$ cat src/rtl/nib_decoder.sv
module nib_decoder #(
  parameter int W = 32
) (
  input  logic         clk,
  input  logic         rst_n,
  input  logic         in_valid,
  input  logic [7:0]   in_byte,
  output logic         in_ready,
  input  logic         op_ready,
  output logic [W-1:0] oreg,
  output logic [W-1:0] reg_a,
  output logic [W-1:0] reg_b,
  output logic [W-1:0] reg_c,
  output logic         ovf_err,
  output logic         op_valid,
  output logic [3:0]   op_fn,
  output logic [W-1:0] op_operand
);
  localparam logic [3:0] F_PFIX = 4'd2, F_LDC = 4'd4, F_NFIX = 4'd6,
                         F_ADC  = 4'd8, F_EQC = 4'd12, F_OPR  = 4'd15;
  localparam logic [W-1:0] S_REV = W'(0), S_DIFF = W'(4), S_ADD = W'(5),
                           S_GT  = W'(9), S_SUB  = W'(12);

  logic [3:0]   fn;
  logic [W-1:0] opnd, sum, dif;
  logic         take, add_ovf, sub_ovf, gt, local_sec, external;

  assign fn       = in_byte[7:4];
  assign in_ready = !op_valid;
  assign take     = in_valid && in_ready;
  assign opnd     = oreg | {{(W-4){1'b0}}, in_byte[3:0]};
  assign sum      = reg_b + reg_a;
  assign dif      = reg_b - reg_a;
  assign add_ovf  = (reg_b[W-1] == reg_a[W-1]) && (sum[W-1] != reg_b[W-1]);
  assign sub_ovf  = (reg_b[W-1] != reg_a[W-1]) && (dif[W-1] != reg_b[W-1]);
  assign gt       = $signed(reg_b) > $signed(reg_a);
  assign local_sec = (fn == F_OPR) &&
                     (opnd == S_REV || opnd == S_DIFF || opnd == S_ADD ||
                      opnd == S_GT  || opnd == S_SUB);
  assign external = !(fn == F_PFIX || fn == F_NFIX || fn == F_LDC ||
                      fn == F_ADC  || fn == F_EQC  || local_sec);

  always_ff @(posedge clk) begin
    if (!rst_n) begin
      oreg       <= '0;
      reg_a      <= '0;
      reg_b      <= '0;
      reg_c      <= '0;
      ovf_err    <= 1'b0;
      op_valid   <= 1'b0;
      op_fn      <= '0;
      op_operand <= '0;
    end else begin
      if (op_valid && op_ready) op_valid <= 1'b0;
      if (take) begin
        if (fn == F_PFIX)      oreg <= opnd << 4;
        else if (fn == F_NFIX) oreg <= (~opnd) << 4;
        else                   oreg <= '0;
        case (fn)
          F_LDC: begin
            reg_a <= opnd;
            reg_b <= reg_a;
            reg_c <= reg_b;
          end
          F_ADC: reg_a <= reg_a + opnd;
          F_EQC: reg_a <= {{(W-1){1'b0}}, reg_a == opnd};
          F_OPR: if (local_sec) begin
            if (opnd == S_REV) begin
              reg_a <= reg_b;
              reg_b <= reg_a;
            end else begin
              reg_b <= reg_c;
              if (opnd == S_ADD) begin
                reg_a <= sum;
                if (add_ovf) ovf_err <= 1'b1;
              end else if (opnd == S_SUB) begin
                reg_a <= dif;
                if (sub_ovf) ovf_err <= 1'b1;
              end else if (opnd == S_DIFF) begin
                reg_a <= dif;
              end else begin
                reg_a <= {{(W-1){1'b0}}, gt};
              end
            end
          end
          default: ;
        endcase
        if (external) begin
          op_valid   <= 1'b1;
          op_fn      <= fn;
          op_operand <= opnd;
        end
      end
    end
  end
endmodule

$ cat config.mk
export PLATFORM = sky130hd
export DESIGN_NAME = nib_decoder
export DESIGN_NICKNAME = d
export VERILOG_FILES = /design/src/rtl/nib_decoder.sv
export SDC_FILE = /design/constraint.sdc
export NUM_CORES = 1
export LEC_CHECK = 0
export BUFFER_PORTS_ARGS = -buffer_cell sky130_fd_sc_hd__buf_2
export CAP_MARGIN = 20
export CORE_UTILIZATION = 24
export CTS_CLUSTER_DIAMETER = 150
export DETAILED_ROUTE_END_ITERATION = 12
export PLACE_DENSITY = 0.37
export SYNTH_ARGS = -nofsm -noshare
export SYNTH_HDL_FRONTEND = slang
export SYNTH_SLANG_ARGS = --single-unit
$ cat constraint.sdc
create_clock -name clk -period 4.65 [get_ports clk]
set_input_delay 1.395 -clock clk [delete_from_list [all_inputs] [get_ports clk]]
set_output_delay 1.395 -clock clk [all_outputs]
set_load 0.02 [all_outputs]
# Word level (Yosys, flattened, before mapping)
# Cells that the tools add are included.
totals:
  output_inout_bits: 167
  reg_bits: 166
  wordCells: 76
  input_bits: 12
op_classes:
  eq_ne: 17
  order_cmp: 1
  n_mux: 18
  n_reduce_logical: 25
  add_sub_neg: 3
  bitwise: 4
ops:
  columns: ["op", "n"]
  rows:
  - ["$mux 32", 9]
  - ["$pmux 32 s4", 1]
  - ["$add 32x32->32", 2]
  - ["$eq 32x3->1 const B", 2]
  - ["$eq 32x4->1 const B", 2]
  - ["$pmux 32 s2", 1]
  - ["$eq 32x32->1", 1]
  - ["$gt 32x32->1", 1]
  - ["$logic_not 32->1", 1]
  - ["$or 32x4->32", 1]
  - ["$sub 32x32->32", 1]
  - ["$not 28->28", 1]
  - ["$eq 4x4->1 const B", 3]
  - ["$logic_or 1x1->1", 9]
  - ["$eq 4x3->1 const B", 2]
  - ["$mux 1", 7]
  - ["$reduce_and 7->1", 1]
  - ["$reduce_and 3->1", 2]
  - ["$reduce_bool 2->1", 3]
  - ["$logic_and 1x1->1", 5]
  - ["$eq 4x2->1 const B", 1]
  - ["$ne 2x2->1 const B", 2]
  - ["$reduce_and 2->1", 2]
  - ["$reduce_bool 4->1", 1]
  - ["4 further kinds", 7]

# Depth between registers and ports, before layout
# Gate-level depths: netlist of run 1.
logic_depth:
  ltp_word: 10
  mapped_depth: 13
  ltp_nobuf: 13

# Least setup slack after synthesis of run 1
# No wires, ideal clock.
synth_timing:
  path_kind: "input-to-reg"
  start: "input in_byte[0]"
  end: "register reg_a[30]"
  t_required_ns: 4.534
  setup_ns: 0.116
  stages: 12
  path_buffers: 1
  t_arrival_ns: 3.758
  slack_ns: 0.776
  cell_sequence: "ha_1 > fa_1 > a21o_1 > a221o_1 > o211ai_1 > a21oi_1 > o2111ai_1 > and3_1 > clkbuf_1 > a211o_1 > nand4_1 > o211a_1"
synth_between:
  elab_chain_len: 9
  elab_cells_between_ends: 20
  classes_between: "add/sub (1); eq/ne (5); mux (6); bitwise (1); reduce/logical (7)"
synth_lines:
  columns: ["element", "line_no", "text"]
  rows:
  - ["start: declaration", "7", "input logic [7:0] in_byte,"]
  - ["$or 32x4->32 *", "31", "assign opnd = oreg | {{(W-4){1'b0}}, in_byte[3:0]};"]
  - ["parallel branches: the longest is 8 deep, another holds $add 32x32->32", null, null]
  - ["end signal: assignment", "61", "reg_a <= opnd;"]
  - ["end signal: assignment", "65", "F_ADC: reg_a <= reg_a + opnd;"]
  - ["end signal: assignment", "66", "F_EQC: reg_a <= {{(W-1){1'b0}}, reg_a == opnd};"]
  - ["end: declaration", "11", "output logic [W-1:0] reg_a,"]
# Mark *: on every way between the ends. The select of a mux whose other input is x is not followed.
# A chain may end at the register's enable or synchronous reset.

# Worst setup path in the final report of run 1
layout_timing:
  start: "input in_byte[0]"
  end: "register reg_a[26]"
# Same word-level chain as after synthesis.

==> reports/summary.txt, run 1 <==
TritonCTS Sinks -> 162
routability cong. -> 0.880
final worst slack -> 656 ps
top post-synthesis cells by count -> nand2_1 (259), nor2_1 (196), dfxtp_1 (162)
Worst path depth -> 12
top post-synthesis cells by area -> dfxtp_1 (25%), ha_1 (9.0%), nand2_1 (7.4%)
Setup CP Type -> in -> reg
pin count of the biggest net entering global routing -> 65
die height -> 235 um
synthesized area per cell -> 7.28 um2
post-CTS sizing -> 0
Longest Clk Path Bufs -> 2
Nets -> 2042
1st-pass router iterations -> 7
CP max-delay cell -> fa_1
Peak VDD IR -> 0.298 mV
vias in the first global route -> 13700
via count -> 14400
initial core utilization -> 24.3%
GR Layer Usage met3 -> 4.00%
Tot GR Track Use -> 21.6%
minimum clock period -> 3990 ps
CTS buffer count -> 17
combinational power share -> 26.7%
sw frac -> 36.7%
asr flop ratio synth -> 0%
Startpoint Class -> input pin
R2R setup slack -> 700 ps
layout cells sized above 1 -> 16.3%
crit path max fanout -> 3
headroom to the max-slew limit -> 34.6%
number of synthesized register bits -> 162
Antenna Cells -> 0
sequential area share after synthesis -> 24.8%
crit path from -> in_byte[0]
die area -> 0.0554 mm2
Port Buffers -> 174
Layout fillers -> 5974
drt total wl -> 60200 um
sequential share of power -> 35.8%
Hold Path Class -> reg -> reg
Yosys warning count -> 0
met1 Use GR -> 29.8%
Fin Setup TNS -> 0 ps
clk root buf -> clkbuf_16
crit path DAT -> 4370 ps
pwr/cell area -> 273 mW/mm2
Placeable Area -> 0.0538 mm2
f_max -> 0.250 GHz
initial antenna violation count -> 1
Layout Skew -> 24.3 ps
Critical Path RT -> 5030 ps
RSZ-0062 raised after global routing -> no
met2 Use GR -> 33.3%
Sequential Area -> 0.00324 mm2
Overflow after GRT -> 0
Worst-Skew Late Latency -> 520 ps
worst slew pin tran -> 972 ps
DRT iter0 DRCs -> 995
Worst setup EP type -> register
Area Growth Syn to Fin -> 19.1%
DRT antenna net count -> 0
CTS tree -> yes
crit-path max cell delay -> 410 ps
HPWL after DPL -> 44800 um
Worst-path clk slew -> 80 ps
first-pass GRT wire length -> 89900 um
max_cap viols -> 0
Hold-fix buffers, CTS -> 0
worst slack, placed -> 136 ps
setup bufs post-CTS -> 0
cell family with most CP delay -> compound AO/OA/AOI/OAI gates
DIE WIDTH -> 235 um
top cell type's share of synthesized area -> 24.8%
multi-input logic area -> 0.00908 mm2
FF-to-FF Start -> reg_a[5]
R2R cell count -> 11
CP most frequent cell -> a21oi_1
Yosys top cell by area -> dfxtp_1
synthesized area -> 0.0131 mm2
row count -> 85
Buffers & Inverters on Critical Path -> 1
Ports -> 179
count leader, synth -> nand2_1
EDFF count, synth -> 0
Psw -> 1.56 mW
DRC viols -> 0
Via density -> 5.47
fin. max-slew vios -> 0
GR peak layer -> met2
WL per Instance -> 22.8 um
Final setup viols -> 0
Hold Fails Final Rpt -> 0
post-synthesis instance total -> 1794
Netlist cell types -> 81
static leakage -> 6.61 nW
H-tree levels -> 4
Final Cycle Share -> 85.9%
status -> finished, final reports clean
Int Power -> 2.69 mW
Primary FF master, synth -> dfxtp_1
Clock Power Share -> 37.5%
critical path, cell by cell -> buf_2 -> ha_1 -> fa_1 -> a21o_1 -> a221o_1 -> o211ai_1 -> a21oi_1 -> o2111ai_1 -> a31oi_1 -> or3_1 -> a311oi_1 -> a21oi_1
RR Endpoint -> reg_a[30]
Critical Path Sink -> reg_a[26]
## per-layer routing
metal / up-vias / routed length, um
met3: 74 / 3360
li1: 6892 / -
met2: 450 / 26700
met5: - / 10
met1: 7022 / 28500
met4: 2 / 1600
## worst register-to-register path: cells and delay by family (launching register included)
kind / cells / cell delay [ps]
buf+inv: 2 / 230
mux: 1 / 210
flops: 1 / 500
simple gates: 2 / 900
compound gates: 5 / 1610
fa+ha+maj: 1 / 430
## state kept, by name, summed over array words and instances (netlist names)
name,cells
reg_b,32
reg_c,32
op_fn,4
ovf_err,1
reg_a,32
op_operand,32
op_valid,1
oreg,28
## final cells by class
type | instances | share of cell area (%)
clock inverters | 14 | 1.22
repair buffers | 248 | 9.49
well taps | 696 | 5.60
multi-input cells | 1431 | 58.3
flip-flops and latches | 162 | 20.8
inverters | 73 | 1.78
clock buffers | 18 | 2.76
## worst min-delay path by stage
stage | start | end | slack (ps) | cells past startpoint
floorplan | op_fn[1] | op_fn[1] | 520 | 2
global placement | op_fn[1] | op_fn[1] | 440 | 2
detailed placement | op_fn[1] | op_fn[1] | 440 | 2
CTS | op_fn[1] | op_fn[1] | 460 | 2
global route | reg_c[10] | reg_c[10] | 490 | 2
finish | op_fn[1] | op_fn[1] | 460 | 2
## power by group through the flow
stage          logic, mW  clock network (mW)  registers (mW)
2_1_floorplan      0.678                   0            1.60
5_1_grt             1.23                1.70            1.53
3_5_place_dp        1.12                   0            1.55
3_3_place_gp        1.13                   0            1.55
6_report            1.13                1.59            1.52
4_1_cts             1.13                1.67            1.52
## layout by cell type, fill, tap and decap left out, types with 41 or more instances in the layout
cell type	synthesis	layout
o21ai_0	110	110
ha_1	94	94
buf_2	17	174
a21oi_1	135	134
mux2i_1	41	41
buf_4	4	70
inv_1	73	72
o211ai_1	42	42
dfxtp_1	162	162
nand2_1	259	259
nor2_1	196	193
## logic make-up (layout without fill, tap and decap cells)
logic type	Yosys count	count (layout)	share of synthesized area, %
compound gates	587	587	31.0
simple gates	667	667	23.0
other cells	1	4	0.0287
buf+inv	204	353	6.14
mux	42	42	3.23
flops	162	162	24.8
xor+xnor	34	34	2.28
fa+ha+maj	97	97	9.46
## metrics by stage
stage	power (mW)	hold slack [ps]	util, %	instances	cell area [um2]
5_1_grt	4.46	492	28.9	2642	15600
6_report	4.24	461	28.9	2642	15600
4_1_cts	4.31	462	28.9	2642	15600
2_1_floorplan	2.27	520	-	1797	13100
3_5_place_dp	2.68	443	27.8	2610	14900
3_3_place_gp	2.68	439	27.8	2610	14900
Note: power is estimated with default switching activity, not from simulation.
==> run 2, diff against run 1 <==
Settings changed: RECOVER_POWER set to 100.
==> reports/summary.txt, run 2 (synthesized netlist as in run 1, its figures left out) <==
Via density -> 5.46 (-0.12%)
fin. max-slew vios -> 74 (+74)
FF-to-FF Start -> reg_a[1]
WHS Endpoint -> op_fn[1]
RSZ-0062 raised after global routing -> no
die height -> 235 um (unchanged)
Placeable Area -> 0.0538 mm2 (unchanged)
TritonCTS Sinks -> 162 (unchanged)
Final Cycle Share -> 89.4% (+3.5 points)
minimum clock period -> 4160 ps (+163 ps)
critical path, cell by cell -> clkbuf_1 -> nor4_1 -> nand4_2 -> clkbuf_1 -> nor3_4 -> clkbuf_1 -> buf_4 -> a22o_1 -> a221oi_1 -> a221oi_1
Fin Setup TNS -> 0 ps (unchanged)
headroom to the max-slew limit -> -67.4% (-100 points)
Port Buffers -> 174 (unchanged)
Ports -> 179 (unchanged)
layout cells sized above 1 -> 7.35% (-9.0 points)
met2 Use GR -> 33.3% (unchanged)
worst slew pin tran -> 2510 ps (+1540 ps)
Final setup viols -> 0 (unchanged)
drt total wl -> 60400 um (+0.33%)
Nets -> 2042 (unchanged)
Hold Fails Final Rpt -> 0 (unchanged)
die area -> 0.0554 mm2 (unchanged)
Longest Clk Path Bufs -> 2 (unchanged)
Worst Hold Depth -> 2 (unchanged)
Tot GR Track Use -> 21.6% (unchanged)
first-pass GRT wire length -> 89900 um (unchanged)
max_cap viols -> 2 (+2)
Worst-path clk slew -> 80 ps (about the same)
crit-path max cell delay -> 790 ps (+380 ps)
Area Growth Syn to Fin -> 16.9%
met1 Use GR -> 29.8% (unchanged)
CP most frequent cell -> clkbuf_1
CP max-delay cell -> clkbuf_1
Antenna Cells -> 0 (unchanged)
Critical Path RT -> 5040 ps (about the same)
Final Cell Area -> 0.0153 mm2 (-1.8%)
leading cell type in the layout, fill and taps excluded -> nand2_1
DRT antenna net count -> 0 (unchanged)
clk root buf -> clkbuf_16
Overflow after GRT -> 0 (unchanged)
Final Non-Filler Cells -> 2642 (unchanged)
via count -> 14400 (-0.12%)
initial core utilization -> 24.3% (unchanged)
commonest non-fill, non-tap cells in the layout -> nand2_1 (259), nor2_1 (193), clkbuf_1 (173)
Worst setup EP type -> register
fin util -> 28.4% (-0.53 points)
WL per Instance -> 22.9 um (+0.33%)
H-tree levels -> 4 (unchanged)
Setup CP Type -> in -> reg
Hold Path Class -> reg -> reg
static leakage -> 5.88 nW (-11%)
Hold-fix buffers, CTS -> 0 (unchanged)
f_max -> 0.241 GHz (-3.9%)
HPWL after DPL -> 44800 um (unchanged)
status -> finished with violations
RR Endpoint -> reg_a[29]
crit path max fanout -> 16 (+13)
Layout Skew -> 30.0 ps (+5.76 ps)
DRT iter0 DRCs -> 1168 (+17%)
Peak VDD IR -> 0.302 mV (+1.1%)
CTS tree -> yes
post-CTS sizing -> 0 (unchanged)
crit path DAT -> 4540 ps (+170 ps)
Startpoint Class -> input pin
pwr/cell area -> 277 mW/mm2 (+1.5%)
GR peak layer -> met2
1st-pass router iterations -> 7 (unchanged)
CTS buffer count -> 17 (unchanged)
Worst-Skew Late Latency -> 530 ps (about the same)
R2R setup slack -> 510 ps (-190 ps)
failing checks -> max-capacitance violations, max-slew violations
initial antenna violation count -> 1 (unchanged)
min-delay src -> op_fn[1]
DIE WIDTH -> 235 um (unchanged)
R2R cell count -> 11 (unchanged)
# placed instances -> 2610 (unchanged)
row count -> 85 (unchanged)
routability cong. -> 0.880 (unchanged)
GR Layer Usage met3 -> 4.00% (unchanged)
Post-DP Area -> 0.0149 mm2 (unchanged)
DRC viols -> 0 (unchanged)
vias in the first global route -> 13700 (unchanged)
pin count of the biggest net entering global routing -> 65 (unchanged)
setup bufs post-CTS -> 0 (unchanged)
run 2: metrics by stage:
stage                     setup slack (ps)  hold WS (ps)  total power [mW]
after detailed placement               136           443              2.68
after CTS                              694           462              4.31
after floorplan                        776           520              2.27
after global routing                   239           498              4.44
after global placement                 151           439              2.68
final                                  493           463              4.23
run 2: metal layers:
metal | routed length [um] | up-vias
li1 | - | 6898
met1 | 28800 | 7037
met2 | 26900 | 415
met3 | 3230 | 70
met4 | 1550 | 2
met5 | 10 | -
run 2: critical path, delay by kind of cell:
| kind | cells | cell delay (ps) |
|---|---|---|
| buf+inv | 4 | 1690 |
| compound gates | 3 | 660 |
| simple gates | 3 | 780 |
run 2: power by group:
group	switching, mW	leakage, nW	internal, mW
clock	0.733	0.294	0.860
combinational	0.745	4.27	0.366
sequential	0.0813	1.32	1.44
run 2: layout make-up:
| cell class | instances | area (um2) |
|---|---|---|
| tap | 696 | 871 |
| sequential | 162 | 3240 |
| clock inverter | 14 | 190 |
| timing repair buffer | 248 | 1200 |
| clock buffer | 18 | 429 |
| fill | 6033 | 38500 |
| inverter | 73 | 274 |
| multi-input combinational | 1431 | 9070 |
run 2: how the worst max path moves through the flow:
stage	slack, ps	depth (start not counted)	end	start
2_1_floorplan	780	12	reg_a[30]	in_byte[0]
3_3_place_gp	150	12	reg_a[26]	in_byte[0]
3_5_place_dp	140	12	reg_a[26]	in_byte[0]
4_1_cts	690	12	ovf_err	reg_a[4]
5_1_grt	240	6	reg_c[9]	in_byte[6]
6_report	490	10	reg_a[11]	in_byte[1]
